## config.mk

```make
export PLATFORM = sky130hd
export DESIGN_NAME = mbox_ring_scanner
export DESIGN_NICKNAME = d
export VERILOG_FILES = /design/src/rtl/msr_pkg.sv /design/src/rtl/msr_cmd_dec.sv /design/src/rtl/msr_addr.sv /design/src/rtl/msr_engine.sv /design/src/rtl/mbox_ring_scanner.sv
export SDC_FILE = /design/constraint.sdc
export NUM_CORES = 1
export LEC_CHECK = 0
export ABC_AREA = 1
export BUFFER_PORTS_ARGS = -buffer_cell sky130_fd_sc_hd__clkbuf_2
export CAP_MARGIN = 20
export CORE_MARGIN = 4
export CORE_UTILIZATION = 33
export DETAILED_ROUTE_END_ITERATION = 8
export PLACE_DENSITY = 0.6
export SLEW_MARGIN = 10
export SYNTH_ARGS = -nofsm -noshare
export SYNTH_HDL_FRONTEND = slang
export SYNTH_HIERARCHICAL = 1
export SYNTH_SLANG_ARGS = --single-unit
```

## constraint.sdc

```tcl
create_clock -name clk -period 9.3 [get_ports clk]
set_input_delay 0 -clock clk [delete_from_list [all_inputs] [get_ports clk]]
set_output_delay 0 -clock clk [all_outputs]
set_load 0.02 [all_outputs]
```

## src/rtl/msr_pkg.sv

```systemverilog
package msr_pkg;
    localparam logic [7:0] OP_INIT_NARROW = 8'h01;
    localparam logic [7:0] OP_DOORBELL    = 8'h02;
    localparam logic [7:0] OP_INIT_WIDE   = 8'h81;

    localparam logic [7:0] ACT_FREE  = 8'h00;
    localparam logic [7:0] ACT_START = 8'h01;
    localparam logic [7:0] ACT_ABORT = 8'h02;

    localparam int NARROW_PARAMS = 4;
    localparam int WIDE_PARAMS   = 5;

    typedef enum logic [2:0] {
        S_IDLE,
        S_OCODE,
        S_OPTR,
        S_OFREE,
        S_ICHK,
        S_IWR,
        S_ICODE
    } scan_st_e;
endpackage

```

## src/rtl/msr_cmd_dec.sv

```systemverilog
module msr_cmd_dec
    import msr_pkg::*;
#(
    parameter int AW = 32,
    parameter int CW = 8
) (
    input  logic          clk,
    input  logic          rst_n,
    input  logic          cmd_valid,
    input  logic [7:0]    cmd_byte,
    output logic          init_valid,
    output logic          init_wide,
    output logic [CW-1:0] init_count,
    output logic [AW-1:0] init_base,
    output logic          doorbell
);
    typedef struct packed {
        logic          busy;
        logic          wide;
        logic [2:0]    left;
        logic [2:0]    pos;
        logic [CW-1:0] cnt;
        logic [AW-1:0] base;
        logic          init_v;
        logic          bell;
    } dec_t;

    dec_t dec_q, dec_d;

    always_comb begin
        dec_d        = dec_q;
        dec_d.init_v = 1'b0;
        dec_d.bell   = 1'b0;
        if (cmd_valid) begin
            if (!dec_q.busy) begin
                case (cmd_byte)
                    OP_INIT_NARROW: begin
                        dec_d.busy = 1'b1;
                        dec_d.wide = 1'b0;
                        dec_d.left = 3'(NARROW_PARAMS);
                        dec_d.pos  = 3'd0;
                        dec_d.base = '0;
                    end
                    OP_INIT_WIDE: begin
                        dec_d.busy = 1'b1;
                        dec_d.wide = 1'b1;
                        dec_d.left = 3'(WIDE_PARAMS);
                        dec_d.pos  = 3'd0;
                        dec_d.base = '0;
                    end
                    OP_DOORBELL: dec_d.bell = 1'b1;
                    default: ;
                endcase
            end else begin
                if (dec_q.pos == 3'd0) begin
                    dec_d.cnt = CW'(cmd_byte);
                end else if (dec_q.wide) begin
                    dec_d.base = dec_q.base | (AW'(cmd_byte) << (8 * (dec_q.pos - 3'd1)));
                end else begin
                    dec_d.base = {dec_q.base[AW-9:0], cmd_byte};
                end
                dec_d.pos  = dec_q.pos + 3'd1;
                dec_d.left = dec_q.left - 3'd1;
                if (dec_q.left == 3'd1) begin
                    dec_d.busy   = 1'b0;
                    dec_d.init_v = 1'b1;
                end
            end
        end
    end

    always_ff @(posedge clk or negedge rst_n) begin
        if (!rst_n) dec_q <= '0;
        else        dec_q <= dec_d;
    end

    assign init_valid = dec_q.init_v;
    assign init_wide  = dec_q.wide;
    assign init_count = dec_q.cnt;
    assign init_base  = dec_q.base;
    assign doorbell   = dec_q.bell;

    // an init needs at least four parameter bytes, so its pulse never repeats
    p_init_single_r1: assert property (@(posedge clk) disable iff (!rst_n)
        init_valid |=> !init_valid);
endmodule

```

## src/rtl/msr_addr.sv

```systemverilog
module msr_addr #(
    parameter int AW = 32,
    parameter int IW = 9
) (
    input  logic [AW-1:0] base_i,
    input  logic [IW-1:0] idx_i,
    input  logic          wide_i,
    input  logic [2:0]    off_i,
    output logic [AW-1:0] addr_o
);
    localparam int SH_NARROW = 2;
    localparam int SH_WIDE   = 3;

    logic [AW-1:0] slot;

    always_comb begin
        slot   = AW'(idx_i) << (wide_i ? SH_WIDE : SH_NARROW);
        addr_o = base_i + slot + AW'(off_i);
    end
endmodule

```

## src/rtl/msr_engine.sv

```systemverilog
module msr_engine
    import msr_pkg::*;
#(
    parameter int AW = 32,
    parameter int CW = 8,
    parameter int PW = 32
) (
    input  logic          clk,
    input  logic          rst_n,
    input  logic          init_valid,
    input  logic          init_wide,
    input  logic [CW-1:0] init_count,
    input  logic [AW-1:0] init_base,
    input  logic          doorbell,
    output logic          mem_req,
    output logic          mem_we,
    output logic [AW-1:0] mem_addr,
    output logic [7:0]    mem_wdata,
    input  logic          mem_ack,
    input  logic [7:0]    mem_rdata,
    output logic          exec_valid,
    output logic          exec_abort,
    output logic [PW-1:0] exec_ptr,
    input  logic          cmpl_valid,
    output logic          cmpl_ready,
    input  logic [PW-1:0] cmpl_ptr,
    input  logic [7:0]    cmpl_code,
    input  logic [7:0]    cmpl_hstat,
    input  logic [7:0]    cmpl_dstat,
    output logic          irq_loaded,
    input  logic          irq_clr
);
    localparam int IW = CW + 1;

    typedef struct packed {
        scan_st_e      st;
        logic [2:0]    cnt;
        logic [7:0]    code;
        logic [PW-1:0] ptr;
        logic [IW-1:0] oidx;
        logic [IW-1:0] iidx;
        logic          scan;
        logic          hfull;
        logic [PW-1:0] hptr;
        logic [7:0]    hcode;
        logic [7:0]    hhs;
        logic [7:0]    hds;
        logic          ev;
        logic          eab;
        logic [PW-1:0] eptr;
        logic          irq;
        logic          wide;
        logic [CW-1:0] n;
        logic [AW-1:0] base;
        logic          cfg;
    } eng_t;

    eng_t eng_q, eng_d;

    logic [IW-1:0] acc_idx;
    logic [2:0]    acc_off;
    logic [7:0]    acc_wdata;
    logic          acc_req;
    logic          acc_we;
    logic [2:0]    code_pos;
    logic [2:0]    ptr_last;
    logic [2:0]    iwr_last;
    logic [7:0]    iwr_byte;
    logic [IW-1:0] out_last;
    logic [IW-1:0] in_last;

    assign code_pos = eng_q.wide ? 3'd7 : 3'd0;
    assign ptr_last = eng_q.wide ? 3'd3 : 3'd2;
    assign iwr_last = eng_q.wide ? 3'd6 : 3'd2;
    assign out_last = IW'(eng_q.n) - IW'(1);
    assign in_last  = {eng_q.n, 1'b0} - IW'(1);

    // byte written during the body of an incoming entry
    always_comb begin
        if (eng_q.wide) begin
            case (eng_q.cnt)
                3'd0, 3'd1, 3'd2, 3'd3: iwr_byte = eng_q.hptr[8*eng_q.cnt +: 8];
                3'd4:                   iwr_byte = eng_q.hhs;
                3'd5:                   iwr_byte = eng_q.hds;
                default:                iwr_byte = 8'h00;
            endcase
        end else begin
            iwr_byte = eng_q.hptr[8*(3'd2 - eng_q.cnt) +: 8];
        end
    end

    // memory access selected by the current state
    always_comb begin
        acc_idx   = eng_q.oidx;
        acc_off   = code_pos;
        acc_req   = 1'b0;
        acc_we    = 1'b0;
        acc_wdata = 8'h00;
        case (eng_q.st)
            S_OCODE: acc_req = 1'b1;
            S_OPTR: begin
                acc_req = 1'b1;
                acc_off = eng_q.wide ? eng_q.cnt : eng_q.cnt + 3'd1;
            end
            S_OFREE: begin
                acc_req = 1'b1;
                acc_we  = 1'b1;
            end
            S_ICHK: begin
                acc_req = 1'b1;
                acc_idx = eng_q.iidx;
            end
            S_IWR: begin
                acc_req   = 1'b1;
                acc_we    = 1'b1;
                acc_idx   = eng_q.iidx;
                acc_off   = eng_q.wide ? eng_q.cnt : eng_q.cnt + 3'd1;
                acc_wdata = iwr_byte;
            end
            S_ICODE: begin
                acc_req   = 1'b1;
                acc_we    = 1'b1;
                acc_idx   = eng_q.iidx;
                acc_wdata = eng_q.hcode;
            end
            default: ;
        endcase
    end

    msr_addr #(.AW(AW), .IW(IW)) u_addr (
        .base_i (eng_q.base),
        .idx_i  (acc_idx),
        .wide_i (eng_q.wide),
        .off_i  (acc_off),
        .addr_o (mem_addr)
    );

    always_comb begin
        eng_d    = eng_q;
        eng_d.ev = 1'b0;
        if (irq_clr) eng_d.irq = 1'b0;
        if (doorbell && eng_q.cfg) eng_d.scan = 1'b1;
        if (cmpl_valid && !eng_q.hfull) begin
            eng_d.hfull = 1'b1;
            eng_d.hptr  = cmpl_ptr;
            eng_d.hcode = cmpl_code;
            eng_d.hhs   = cmpl_hstat;
            eng_d.hds   = cmpl_dstat;
        end
        case (eng_q.st)
            S_IDLE: begin
                if (eng_q.scan)                    eng_d.st = S_OCODE;
                else if (eng_q.hfull && eng_q.cfg) eng_d.st = S_ICHK;
            end
            S_OCODE: if (mem_ack) begin
                if (mem_rdata == ACT_FREE) begin
                    eng_d.st   = S_IDLE;
                    eng_d.scan = doorbell;
                end else begin
                    eng_d.code = mem_rdata;
                    eng_d.cnt  = 3'd0;
                    eng_d.ptr  = '0;
                    eng_d.st   = S_OPTR;
                end
            end
            S_OPTR: if (mem_ack) begin
                if (eng_q.wide) eng_d.ptr = eng_q.ptr | (PW'(mem_rdata) << (8 * eng_q.cnt));
                else            eng_d.ptr = {eng_q.ptr[PW-9:0], mem_rdata};
                if (eng_q.cnt == ptr_last) eng_d.st  = S_OFREE;
                else                       eng_d.cnt = eng_q.cnt + 3'd1;
            end
            S_OFREE: if (mem_ack) begin
                eng_d.ev   = (eng_q.code == ACT_START) || (eng_q.code == ACT_ABORT);
                eng_d.eab  = (eng_q.code == ACT_ABORT);
                eng_d.eptr = eng_q.ptr;
                eng_d.oidx = (eng_q.oidx == out_last) ? '0 : eng_q.oidx + IW'(1);
                eng_d.st   = S_IDLE;
            end
            S_ICHK: if (mem_ack) begin
                if (mem_rdata != 8'h00) begin
                    eng_d.st = S_IDLE;
                end else begin
                    eng_d.cnt = 3'd0;
                    eng_d.st  = S_IWR;
                end
            end
            S_IWR: if (mem_ack) begin
                if (eng_q.cnt == iwr_last) eng_d.st  = S_ICODE;
                else                       eng_d.cnt = eng_q.cnt + 3'd1;
            end
            S_ICODE: if (mem_ack) begin
                eng_d.irq   = 1'b1;
                eng_d.hfull = 1'b0;
                eng_d.iidx  = (eng_q.iidx == in_last) ? IW'(eng_q.n) : eng_q.iidx + IW'(1);
                eng_d.st    = S_IDLE;
            end
            default: eng_d.st = S_IDLE;
        endcase
        if (init_valid) begin
            eng_d.st   = S_IDLE;
            eng_d.cfg  = 1'b1;
            eng_d.wide = init_wide;
            eng_d.n    = init_count;
            eng_d.base = init_base;
            eng_d.oidx = '0;
            eng_d.iidx = IW'(init_count);
            eng_d.scan = 1'b0;
            eng_d.cnt  = 3'd0;
        end
    end

    always_ff @(posedge clk or negedge rst_n) begin
        if (!rst_n) eng_q <= '0;
        else        eng_q <= eng_d;
    end

    assign mem_req    = acc_req;
    assign mem_we     = acc_we;
    assign mem_wdata  = acc_wdata;
    assign exec_valid = eng_q.ev;
    assign exec_abort = eng_q.eab;
    assign exec_ptr   = eng_q.eptr;
    assign cmpl_ready = !eng_q.hfull;
    assign irq_loaded = eng_q.irq;

    p_req_stable_r12: assert property (@(posedge clk) disable iff (!rst_n)
        mem_req && !mem_ack |=> mem_req && $stable(mem_addr) && $stable(mem_we) && $stable(mem_wdata));

    p_exec_after_free_r5: assert property (@(posedge clk) disable iff (!rst_n)
        exec_valid |-> $past(mem_req && mem_ack && mem_we && (mem_wdata == 8'h00)));

    p_irq_after_code_r11: assert property (@(posedge clk) disable iff (!rst_n)
        $rose(irq_loaded) |-> $past(eng_q.st == S_ICODE && mem_ack));

    p_single_slot_r8: assert property (@(posedge clk) disable iff (!rst_n)
        cmpl_valid && cmpl_ready |=> !cmpl_ready);

    p_in_range_r9: assert property (@(posedge clk) disable iff (!rst_n)
        eng_q.cfg |-> (eng_q.iidx >= IW'(eng_q.n)) && (eng_q.iidx < {eng_q.n, 1'b0}));

    p_out_range_r7: assert property (@(posedge clk) disable iff (!rst_n)
        eng_q.cfg |-> eng_q.oidx < IW'(eng_q.n));

    p_no_pre_init_r3: assert property (@(posedge clk) disable iff (!rst_n)
        !eng_q.cfg |-> !mem_req);
endmodule

```

## src/rtl/mbox_ring_scanner.sv

```systemverilog
module mbox_ring_scanner #(
    parameter int AW = 32,
    parameter int CW = 8,
    parameter int PW = 32
) (
    input  logic          clk,
    input  logic          rst_n,
    input  logic          cmd_valid,
    input  logic [7:0]    cmd_byte,
    output logic          mem_req,
    output logic          mem_we,
    output logic [AW-1:0] mem_addr,
    output logic [7:0]    mem_wdata,
    input  logic          mem_ack,
    input  logic [7:0]    mem_rdata,
    output logic          exec_valid,
    output logic          exec_abort,
    output logic [PW-1:0] exec_ptr,
    input  logic          cmpl_valid,
    output logic          cmpl_ready,
    input  logic [PW-1:0] cmpl_ptr,
    input  logic [7:0]    cmpl_code,
    input  logic [7:0]    cmpl_hstat,
    input  logic [7:0]    cmpl_dstat,
    output logic          irq_loaded,
    input  logic          irq_clr
);
    logic          init_valid;
    logic          init_wide;
    logic [CW-1:0] init_count;
    logic [AW-1:0] init_base;
    logic          doorbell;

    msr_cmd_dec #(.AW(AW), .CW(CW)) u_dec (
        .clk        (clk),
        .rst_n      (rst_n),
        .cmd_valid  (cmd_valid),
        .cmd_byte   (cmd_byte),
        .init_valid (init_valid),
        .init_wide  (init_wide),
        .init_count (init_count),
        .init_base  (init_base),
        .doorbell   (doorbell)
    );

    msr_engine #(.AW(AW), .CW(CW), .PW(PW)) u_eng (
        .clk        (clk),
        .rst_n      (rst_n),
        .init_valid (init_valid),
        .init_wide  (init_wide),
        .init_count (init_count),
        .init_base  (init_base),
        .doorbell   (doorbell),
        .mem_req    (mem_req),
        .mem_we     (mem_we),
        .mem_addr   (mem_addr),
        .mem_wdata  (mem_wdata),
        .mem_ack    (mem_ack),
        .mem_rdata  (mem_rdata),
        .exec_valid (exec_valid),
        .exec_abort (exec_abort),
        .exec_ptr   (exec_ptr),
        .cmpl_valid (cmpl_valid),
        .cmpl_ready (cmpl_ready),
        .cmpl_ptr   (cmpl_ptr),
        .cmpl_code  (cmpl_code),
        .cmpl_hstat (cmpl_hstat),
        .cmpl_dstat (cmpl_dstat),
        .irq_loaded (irq_loaded),
        .irq_clr    (irq_clr)
    );
endmodule

```

==> impl_summary.log, run 1 <==
INFO  metric antenna_found_initial = 2
INFO  metric num_io_pins = 156
INFO  metric yosysMostFrequentCell = nand2_1
INFO  metric routedLengthMet1 = between 15,000 and 20,000 um
INFO  metric fp.dieArea = slightly below 50,000 um^2
INFO  metric antenna_left = 0
INFO  metric critPathCapture = mem_addr[13]
INFO  metric finalNetCount = between 2,000 and 2,500
INFO  metric finalMaxSlewViolations = 0
INFO  metric clock_tree_skew_after_final_layout = roughly 0.012 ns
INFO  metric final-seq-area = between 6000 and 7000 um^2
INFO  metric cp_max_fo = 28
INFO  metric path_class = reg -> out
INFO  metric design_area = approximately 18,000 um^2
INFO  metric synth.yosys.warnings = 6
INFO  metric power_leakage = roughly 8.7 nW
INFO  metric stdcell_count = 2,788
INFO  metric port_buffers = 155
INFO  metric dieWidth = ~220 um
INFO  metric r2r-end = u_dec/doorbell
INFO  metric final_util = between 30% and 40%
INFO  metric grt_pass1_vias = approximately 14,000
INFO  metric timing.critical_path.from_type = flop
INFO  metric clkLatencyLatePin = between 0.5 and 0.6 ns
INFO  metric post_dp_cell_area = ~16,000 um^2
INFO  metric peakVddDrop = approximately 0.00017 V
INFO  metric clk_pin_slew_worst_paths = around 0.06 ns
INFO  metric finalHoldViolations = 0
INFO  metric cap_viol_max_count = 0
INFO  metric routed_wire_length_per_instance = approximately 16 um
INFO  metric grt_remaining_overflow = 0
INFO  metric worst-endpoint-required = between 9 and 10 ns
INFO  metric cts_tree = done
INFO  metric rrSetupSlack = between 6 and 7 ns
INFO  metric post_cts_resize_count = 0
INFO  metric cell_count_after_synthesis = ~2,000
INFO  metric setup-tns-final = 0 ns
INFO  metric htreeDepth = 1
INFO  metric firstDrtPassIters = 5
INFO  metric synth.distinct_cells = 47
INFO  metric post_route_cells_drive_above_1_share = between 10% and 20%
INFO  metric pin_count_of_the_biggest_net_entering_global_routing = between 100 and 150
INFO  metric place_inst = roughly 2,600
INFO  metric arrival = around 5.2 ns
INFO  metric min_clock_period_post_route = about 5.2 ns
INFO  metric grt_pass1_wl = between 70,000 and 80,000 um
INFO  metric max_freq = around 190 MHz
INFO  metric synth.avg_cell_area = between 7 and 8 um^2
INFO  metric route.final.wire_length = roughly 43,000 um
INFO  metric detailed_place_hpwl = between 30,000 and 40,000 um
INFO  metric cts_hold_buffers = a little under 90
INFO  metric report.power.total = 5.35 mW
INFO  metric met3_wirelength = approximately 2300 um
INFO  metric timing.max_slew.rel_slack = approximately 34%
INFO  metric setup-violations-final = 0
INFO  metric gr_usage_total = between 10% and 20%
INFO  metric rr_worst_depth = 5
INFO  metric synth_largest_area_cell = dfrtp_1
INFO  metric power_density = approximately 300 nW/um^2
INFO  metric startpoint = u_eng/eng_q[193]
INFO  metric ys_top_cells_by_area = dfrtp_1 41%, nand2_1 16%, nand3_1 5.0%, inv_1 4.1%, mux2_2 4.1%
INFO  metric timing_worst_slew_pin_value = between 0.9 and 1 ns
INFO  metric kind_of_end_point_of_the_critical_path = primary output
INFO  metric number_of_enable_flip_flop_cells_after_synthesis = 0
INFO  metric ys_dominant_reg_cell = dfrtp_1
INFO  metric synth_common_cells = 635 x nand2_1, 249 x dfrtp_1, 168 x inv_1, 153 x nand3_1, 127 x nor2_1
INFO  metric post_cts.repair.setup_buffers = 0
INFO  metric post_drt_via_cell_ratio = about 5
INFO  metric synth-async-reset-ratio = 100%
INFO  metric yosys_register_bits = 249
INFO  metric rsz0062_at_grt = no
INFO  metric met2RoutedLength = approximately 20,000 um
INFO  metric synth_seq_area_share = 40.8%
INFO  metric worstHoldPathType = in -> async
INFO  metric cts.sinks = 249
INFO  metric finalWeightedCongestion = approximately 0.9
INFO  metric rows = 78
INFO  metric route.top_layer_used = met4
INFO  metric die_height = around 220 um
INFO  metric multi_input_area = around 7400 um^2
INFO  metric synth_top_cell_area_share = ~40%
INFO  metric rr_startpoint = u_dec/dec_q[49]
INFO  metric period_share = ~56%
INFO  metric syn_area = around 15,000 um^2
INFO  metric route.vias.total = 13,700
INFO  metric cts-root-buf = clkbuf_16
INFO  metric status = complete, no violations
INFO  metric drt_first_iter_violations = 1,114
INFO  metric cts-root-to-sink-buffers = 3
INFO  metric initial_core_util = 33.5%
INFO  metric drt_drc_violations_left = 0
INFO  metric mappedNetlistNets = ~2,200
INFO  metric nFillCells = about 4,700
INFO  metric core_area = roughly 46,000 um^2
INFO  metric flow.area_growth_from_synthesis = 16.4%
INFO  metric cts-buffers-inserted = 29
## sequential cells by signal (all words and copies together), names as in the netlist, 7 cells and up
name and flops:
u_dec/init_base 32, u_eng/eng_q 164, u_dec/init_count 8, u_eng/exec_ptr 32, u_dec/dec_q 7
## through the flow
step / hold slack, ns / worst slack, ns
final: 0.0639 / 4.08
after global routing: 0.154 / 3.69
after CTS: 0.112 / 4.10
after detailed placement: 0.136 / 4.72
after global placement: 0.134 / 4.86
after floorplan: -0.296 / 5.50
## how the worst min path moves through the flow
stage                  endpoint  slack (ns)  depth (start not counted)
2_1_floorplan   u_dec/dec_q[42]       -0.30                          0
3_3_place_gp   u_eng/eng_q[111]        0.13                          1
3_5_place_dp   u_eng/eng_q[111]        0.14                          1
4_1_cts        u_eng/eng_q[111]        0.11                          2
5_1_grt        u_eng/eng_q[111]        0.15                          2
6_report       u_eng/eng_q[111]        0.06                          2
## cell usage in the layout, fill, tap and decap left out, types with 15 or more instances in the layout
cell           instances
a21oi_1              112
clkbuf_16             29
clkbuf_2             154
dfrtp_1              247
dlygate4sd3_1         88
ha_1                  35
inv_1                168
inv_2                 20
mux2_2                56
nand2_1              634
nand2_2               18
nand3_1              153
nand4_1               19
nor2_1               127
nor2_2                15
nor3_1                29
o21ai_0              111
o21ai_1               17
o31ai_1               16
xor2_1                25
## layer usage
layer | GRT usage, % | vias to the layer above
li1 | - | 6781
met1 | 23.4 | 6525
met2 | 28.1 | 349
met3 | 2.64 | 69
met4 | 4.67 | 0
met5 | 0 | -
## cells by family (layout without fill, tap and decap cells)
family,after synthesis,after routing,synth area share [%]
AOI/OAI and AO/OA,282,282,9.97
xor gates and xnor gates,29,29,1.67
adders and majority gates,37,37,3.13
buffers and inverters,355,499,11.0
DFF,249,249,40.8
muxes,56,56,4.13
other,0,2,0
and+or+nand+nor,1034,1034,29.3
## report_power, final
group          total [mW]  leakage [nW]  internal [mW]  switching [mW]
combinational        2.26          5.11          0.811            1.45
clock                1.12         0.469          0.654           0.468
sequential           1.97          3.12           1.56           0.410
## critical path: stages (launching register included)
cell,delay (ns)
dfrtp_1,0.35
clkinv_1,0.66
ha_1,0.77
clkinv_1,0.31
nor2_1,0.23
nor2_1,0.06
a21oi_1,0.39
ha_1,0.20
ha_1,0.20
inv_1,0.07
fa_1,0.41
inv_1,0.09
nand3_1,0.08
nand2_2,0.10
nand2_1,0.06
nand2_2,0.10
nand2_1,0.08
nand2_2,0.14
xor2_1,0.15
clkbuf_2,0.18
## cell type report
cell class                      count  share of cell area (%)
Inverter                          192                    4.06
Multi-Input combinational cell   1438                    41.4
Clock inverter                     12                   0.620
Sequential cell                   249                    35.1
Antenna cell                        2                  0.0282
Timing Repair Buffer              253                    9.81
Tap cell                          600                    4.23
Clock buffer                       42                    4.70
No activity file was read; power rests on OpenSTA's default activity.
==> run 2, diff against run 1 <==
--- a/config.mk
+++ b/config.mk
@@ -11,7 +11,7 @@
 export CORE_MARGIN = 4
 export CORE_UTILIZATION = 33
 export DETAILED_ROUTE_END_ITERATION = 8
-export PLACE_DENSITY = 0.6
+export PLACE_DENSITY = 0.61
 export SLEW_MARGIN = 10
 export SYNTH_ARGS = -nofsm -noshare
 export SYNTH_HDL_FRONTEND = slang
==> constraint.sdc (replaced) <==
create_clock -name clk -period 4.75 [get_ports clk]
set_input_delay 0 -clock clk [delete_from_list [all_inputs] [get_ports clk]]
set_output_delay 0 -clock clk [all_outputs]
set_load 0.02 [all_outputs]
==> impl_summary.log, run 2 (synthesis results as in run 1) <==
INFO  metric num_io_pins = 156 (unchanged)
INFO  metric worst_path_largest_cell_delay = 0.50 ns (-0.27 ns)
INFO  metric finalWeightedCongestion = 0.882 (-1.8%)
INFO  metric postLayoutSetupSlackWorst = 0.365 ns (-3.71 ns)
INFO  metric proportion_of_power_drawn_by_the_clock_network = 22.0% (+1.0 points)
INFO  metric timing.max_slew.rel_slack = 35.5% (+1.2 points)
INFO  metric worst-endpoint-required = 4.75 ns (-4.55 ns)
INFO  metric switch_share = 42.5% (-1.0 points)
INFO  metric drt_drc_violations_left = 0 (unchanged)
INFO  metric dieWidth = 223 um (unchanged)
INFO  metric critical-path-slowest-cell = ha_1
INFO  metric final_util = 39.4% (+0.42 points)
INFO  metric flip_flop_count_of_the_largest_register_all_copies_and_words_added = 164 (unchanged)
INFO  metric internal_power = 6.12 mW (+100%)
INFO  metric p_switching = 4.52 mW (+94%)
INFO  metric grt_pass1_vias = 13,700 (+0.78%)
INFO  metric pin_count_of_the_biggest_net_entering_global_routing = 69 (-42%)
INFO  metric gr_usage_total = 17.2% (+0.12 points)
INFO  metric post_dp_cell_area = 16,000 um^2 (+0.33%)
INFO  metric cts_tree = done
INFO  metric route.final.wire_length = 43,300 um (+0.11%)
INFO  metric rsz0062_at_grt = no
INFO  metric power_frac_seq = 36.1% (-0.7 points)
INFO  metric arrival = 4.39 ns (-0.83 ns)
INFO  metric drt_first_iter_violations = 1,170 (+5.0%)
INFO  metric clock_tree_skew_after_final_layout = 0.0158 ns (+0.00424 ns)
INFO  metric routed_wire_length_per_instance = 15.5 um (-0.29%)
INFO  metric largest_register = u_eng/eng_q
INFO  metric die_height = 223 um (unchanged)
INFO  metric detailed_place_hpwl = 31,600 um (+1.2%)
INFO  metric period_share = between 90 and 100%
INFO  metric kind_of_end_point_of_the_critical_path = primary output
INFO  metric cp_max_fo = 17 (-39%)
INFO  metric power_density = 593 nW/um^2 (+97%)
INFO  metric design_area = 17,900 um^2 (+1.1%)
INFO  metric path_cells = buf_4 -> clkinv_1 -> ha_1 -> clkinvlp_4 -> nor2_1 -> nor2_1 -> a21oi_2 -> ha_1 -> ha_1 -> inv_1 -> fa_1 -> inv_1 -> nand3_1 -> nand2_2 -> nand2_1 -> nand2_2 -> nand2_1 -> nand2_2 -> xor2_1 -> clkbuf_2
INFO  metric finalNetCount = 2,289 (+0.48%)
INFO  metric setup-tns-final = 0 ns (unchanged)
INFO  metric finalHoldViolations = 0 (unchanged)
INFO  metric path_class = reg -> out
INFO  metric post_drt_via_cell_ratio = 4.94 (+0.30%)
INFO  metric clk_pin_slew_worst_paths = 0.06 ns (about the same)
INFO  metric initial_core_util = 33.5% (unchanged)
INFO  metric cts-buffers-inserted = 29 (unchanged)
INFO  metric place_inst = 2,651 (+0.26%)
INFO  metric setup-violations-final = 0 (unchanged)
INFO  metric min_clock_period_post_route = 4.39 ns
INFO  metric max_freq = approximately 230 MHz
INFO  metric flow.area_growth_from_synthesis = 17.6%
INFO  metric timing.critical_path.from_type = flop
INFO  metric cts.sinks = 249 (unchanged)
INFO  metric fp.dieArea = 49,700 um^2 (unchanged)
INFO  metric antenna_found_initial = 3 (+1)
INFO  metric cts-root-to-sink-buffers = 3 (unchanged)
INFO  metric rows = 78 (unchanged)
INFO  metric stdcell_count = 2,799 (+0.39%)
INFO  metric worstHoldPathType = in -> reg
INFO  metric firstDrtPassIters = 5 (unchanged)
INFO  metric status = complete, no violations
INFO  metric mostFrequentLayoutCell = nand2_1
INFO  metric grt_pass1_wl = 71,600 um (+0.86%)
INFO  metric antenna_left = 0 (unchanged)
INFO  metric layout.cells.most_common_list = 634 x nand2_1, 247 x dfrtp_1, 167 x inv_1
INFO  metric cts-root-buf = clkbuf_16
INFO  metric core_area = 45,600 um^2 (unchanged)
INFO  metric route.vias.total = 13,800 (+0.70%)
INFO  metric finalMaxSlewViolations = 0 (unchanged)
INFO  metric post_route_cells_drive_above_1_share = 16.6% (+0.56 points)
INFO  metric power_leakage = 8.79 nW (+1.0%)
INFO  metric place_worst_setup_slack = 0.785 ns (-3.94 ns)
INFO  metric peakVddDrop = 0.000287 V (+66%)
INFO  metric combPwrFrac = 41.9% (-0.3 points)
INFO  metric htreeDepth = 1 (unchanged)
INFO  metric clkLatencyLatePin = 0.55 ns (-0.02 ns)
INFO  metric port_buffers = 155 (unchanged)
INFO  metric cap_viol_max_count = 0 (unchanged)
INFO  metric timing_worst_slew_pin_value = 0.967 ns (-0.0175 ns)
INFO  metric grt_remaining_overflow = 0 (unchanged)
[run 2: cell types whose count changed in the layout (fill, tap and decap cells not counted), sizes merged]
cell	previous run	this run
buf	11	19
bufinv	1	4
clkbuf	196	195
clkinv	12	8
clkinvlp	1	2
diode	2	3
dlygate4sd3	88	91
[run 2: power by group through the flow]
stage | registers (mW) | logic [mW] | clock network [mW]
after detailed placement | 3.87 | 4.34 | 0
after floorplan | 3.53 | 3.70 | 0
final | 3.84 | 4.46 | 2.34
after global routing | 3.97 | 5.03 | 2.50
after global placement | 3.84 | 4.29 | 0
after CTS | 3.84 | 4.47 | 2.41
[run 2: path summary, 6_finish.rpt]
check	to	depth (start not counted)	slack (ns)	startpoint
max	mem_addr[13]	20	0.36	u_eng/eng_q[193]
min	u_eng/irq_loaded	3	0.17	irq_clr
max reg2reg	u_dec/doorbell	5	1.68	u_dec/dec_q[49]
min reg2reg	u_eng/eng_q[0]	2	0.47	u_eng/eng_q[0]
max in group asynchronous	u_eng/eng_q[41]	4	3.02	rst_n
min in group asynchronous	u_eng/eng_q[130]	3	0.47	rst_n
[run 2: per-layer routing]
layer / routed length (um) / vias to the layer above / share of wire [%] / GRT usage, %
met2: 20000 / 356 / 46 / 27.6
met3: 2250 / 92 / 5.2 / 2.42
li1: - / 6797 / - / -
met5: 0 / - / 0 / 0
met1: 19700 / 6575 / 45 / 23.8
met4: 1350 / 0 / 3.1 / 5.75
[run 2: repair_timing]
item	in CTS	in global routing
resized for setup	0	4
endpoints found under the setup margin	0	15
buffers inserted	0	0
hold buffers	92	0
hold endpoints to repair	201	0
[run 2: critical path, delay by kind of cell (launching register included)]
kind                     cells  cell delay (ns)
adder cells (fa/ha/maj)      4             1.23
XOR/XNOR                     1             0.20
AND/OR/NAND/NOR              8             0.86
buffers and inverters        6             0.98
flip-flops                   1             0.34
AO/OA/AOI/OAI                1             0.23
[run 2: area by class of cell]
class	count	area [um^2]
clock inverter	12	170
clock buffer	41	851
sequential	249	6230
antenna	3	7.51
tap	600	751
multi-input combinational	1438	7360
inverter	192	724
fill	4716	27600
timing repair buffer	264	1840
[run 2: through the flow]
step / hold slack (ns) / power, mW
5_1_grt: 0.186 / 11.5
3_3_place_gp: -0.00164 / 8.13
3_5_place_dp: 0.00186 / 8.21
6_report: 0.168 / 10.6
4_1_cts: 0.140 / 10.7
2_1_floorplan: -0.296 / 7.23
==> run 3, diff against run 2 <==
--- a/config.mk
+++ b/config.mk
@@ -11,7 +11,7 @@
 export CORE_MARGIN = 4
 export CORE_UTILIZATION = 33
 export DETAILED_ROUTE_END_ITERATION = 8
-export PLACE_DENSITY = 0.61
+export PLACE_DENSITY = 0.6
 export SLEW_MARGIN = 10
 export SYNTH_ARGS = -nofsm -noshare
 export SYNTH_HDL_FRONTEND = slang
==> constraint.sdc (replaced) <==
create_clock -name clk -period 5.2 [get_ports clk]
set_input_delay 0 -clock clk [delete_from_list [all_inputs] [get_ports clk]]
set_output_delay 0 -clock clk [all_outputs]
set_load 0.02 [all_outputs]
==> impl_summary.log, run 3 (synthesis results as in run 1) <==
INFO  metric worstHoldPathType = in -> async
INFO  metric post_route_cells_drive_above_1_share = 16.1% (-0.44 points)
INFO  metric core_area = 45,600 um^2 (unchanged)
INFO  metric cts.sinks = 249 (unchanged)
INFO  metric kind_of_end_point_of_the_critical_path = primary output
INFO  metric flip_flop_count_of_the_largest_register_all_copies_and_words_added = 164 (unchanged)
INFO  metric finalWeightedCongestion = 0.917 (+4.0%)
INFO  metric min_clock_period_post_route = just under 5 ns
INFO  metric detailed_place_hpwl = 31,300 um (-0.96%)
INFO  metric period_share = 93.2%
INFO  metric grt_busiest_layer = met2
INFO  metric rr_startpoint = u_dec/dec_q[49]
INFO  metric post_drt_via_cell_ratio = 4.92 (-0.41%)
INFO  metric p_switching = 4.17 mW (-7.8%)
INFO  metric stdcell_count = 2,790 (-0.32%)
INFO  metric met2_global_route_usage = 27.2% (-0.42 points)
INFO  metric postLayoutSetupSlackWorst = 0.353 ns (-0.0120 ns)
INFO  metric timing.max_slew.rel_slack = 32.8% (-2.7 points)
INFO  metric grt_remaining_overflow = 0 (unchanged)
INFO  metric fp.dieArea = 49,700 um^2 (unchanged)
INFO  metric r2r-end = u_dec/doorbell
INFO  metric design_area = 17,900 um^2 (-0.20%)
INFO  metric setup-tns-final = 0 ns (unchanged)
INFO  metric pin_count_of_the_biggest_net_entering_global_routing = 151 (+120%)
INFO  metric place_inst = 2,644 (-0.26%)
INFO  metric rr_worst_depth = 5 (unchanged)
INFO  metric cp_max_fo = 34 (+17)
INFO  metric dieWidth = 223 um (unchanged)
INFO  metric firstDrtPassIters = 5 (unchanged)
INFO  metric grt_pass1_wl = 70,600 um (-1.3%)
INFO  metric post_dp_cell_area = 15,900 um^2 (-0.25%)
INFO  metric clk_pin_slew_worst_paths = 0.06 ns (about the same)
INFO  metric path_class = reg -> out
INFO  metric finalNetCount = 2,280 (-0.39%)
INFO  metric combPwrFrac = 41.3% (-0.6 points)
INFO  metric place_worst_setup_slack = 0.941 ns (+0.155 ns)
INFO  metric critPathCapture = mem_addr[29]
INFO  metric rsz0062_at_grt = no
INFO  metric cap_viol_max_count = 0 (unchanged)
INFO  metric rrSetupSlack = 2.20 ns (+0.52 ns)
INFO  metric mostFrequentLayoutCell = nand2_1
INFO  metric finalMaxSlewViolations = 0 (unchanged)
INFO  metric grt_util_met3 = 2.18% (-0.24 points)
INFO  metric htreeDepth = 1 (unchanged)
INFO  metric cts-buffers-inserted = 29 (unchanged)
INFO  metric power_density = 548 nW/um^2 (-7.6%)
INFO  metric power_frac_seq = 35.9% (-0.2 points)
INFO  metric worst-endpoint-required = 5.20 ns (+0.45 ns)
INFO  metric clock_tree_skew_after_final_layout = 0.0168 ns (+0.000918 ns)
INFO  metric flow.area_growth_from_synthesis = 17.4%
INFO  metric final_util = 39.3% (-0.080 points)
INFO  metric report.power.total = 9.81 mW (-7.8%)
INFO  metric cts_tree = done
INFO  metric timing.critical_path.from_type = flop
INFO  metric drt_first_iter_violations = 1,130 (-3.4%)
INFO  metric route.final.wire_length = 43,400 um (+0.17%)
INFO  metric peakVddDrop = 0.000264 V (-7.9%)
INFO  metric gr_usage_total = 17.0% (-0.20 points)
INFO  metric max_freq = around 210 MHz
INFO  metric num_io_pins = 156 (unchanged)
INFO  metric layout.cells.most_common_list = 634 x nand2_1, 246 x dfrtp_1, 168 x inv_1
INFO  metric initial_core_util = 33.5% (unchanged)
INFO  metric status = complete, no violations
INFO  metric rows = 78 (unchanged)
INFO  metric timing_worst_slew_pin_value = 1.01 ns (+0.0400 ns)
INFO  metric finalHoldViolations = 0 (unchanged)
INFO  metric timing.hold.ws = 0.0172 ns (-0.151 ns)
INFO  metric startpoint = u_eng/eng_q[198]
INFO  metric largest_register = u_eng/eng_q
INFO  metric grt_use_met1 = 23.8% (about the same)
INFO  metric cts-root-buf = clkbuf_16
INFO  metric antenna_left = 0 (unchanged)
INFO  metric grt_pass1_vias = 13,300 (-2.8%)
INFO  metric internal_power = 5.64 mW (-7.8%)
INFO  metric power_leakage = 8.75 nW (-0.38%)
INFO  metric routed_wire_length_per_instance = 15.6 um (+0.50%)
INFO  metric setup-violations-final = 0 (unchanged)
INFO  metric die_height = 223 um (unchanged)
INFO  metric proportion_of_power_drawn_by_the_clock_network = 22.8% (+0.8 points)
INFO  metric cts-root-to-sink-buffers = 3 (unchanged)
INFO  metric clkLatencyLatePin = 0.57 ns (+0.02 ns)
INFO  metric drt_drc_violations_left = 0 (unchanged)
INFO  metric nFillCells = 4,634 (-1.7%)
INFO  metric route.vias.total = 13,700 (-0.73%)
INFO  metric switch_share = 42.5% (about the same)
INFO  metric arrival = 4.85 ns (+0.46 ns)
INFO  metric antenna_found_initial = 2 (-1)
INFO  metric port_buffers = 155 (unchanged)
-- run 3: power groups by stage --
stage | registers, mW | logic (mW) | clock network (mW)
floorplan | 3.23 | 3.38 | 0
global placement | 3.52 | 3.89 | 0
detailed placement | 3.55 | 3.95 | 0
CTS | 3.52 | 4.07 | 2.29
global route | 3.63 | 4.57 | 2.38
finish | 3.52 | 4.05 | 2.24
-- run 3: repair_timing --
item	4_1_cts	5_1_grt
setup buffers	0	0
endpoints found under the hold margin	229	0
gates resized for setup	0	3
hold buffers	90	0
setup endpoints to repair	0	7
-- run 3: worst min-delay path by stage --
stage | from | end | slack, ns
after floorplan | rst_n | u_dec/dec_q[42] | -0.30
after global placement | rst_n | u_eng/eng_q[114] | 0.08
after detailed placement | rst_n | u_eng/eng_q[114] | 0.08
after CTS | rst_n | u_eng/eng_q[114] | 0.06
after global routing | rst_n | u_eng/eng_q[126] | 0.1
final | rst_n | u_eng/eng_q[114] | 0.02
-- run 3: critical path, stage by stage, from the launching register on --
cell and delay (ns):
dfrtp_1 0.51, inv_2 0.14, nand2_1 0.23, clkinv_2 0.41, nor2_2 0.38, nor2_1 0.10
a21oi_1 0.36, inv_1 0.11, fa_1 0.52, fa_1 0.48, inv_1 0.09, nand3_1 0.09
nand2_2 0.11, nand2_1 0.06, nand2_2 0.10, nand2_1 0.08, nand2_2 0.13, nand3b_1 0.09
nand2_1 0.09, clkbuf_2 0.17
-- run 3: area by class of cell --
cell class / instances / area (um^2) / share of cell area, %
multi-input combinational: 1438 / 7360 / 41.1
sequential: 249 / 6230 / 34.8
clock buffer: 39 / 803 / 4.49
antenna: 2 / 5.00 / 0.0279
inverter: 192 / 722 / 4.03
clock inverter: 15 / 260 / 1.45
timing repair buffer: 255 / 1770 / 9.91
tap: 600 / 751 / 4.19
-- run 3: metal layers --
metal	part of all wire, %	wire length [um]	vias up
met4	3.0	1280	0
li1	-	-	6778
met2	46	20000	303
met5	0	0	-
met3	4.4	1910	66
met1	47	20200	6572
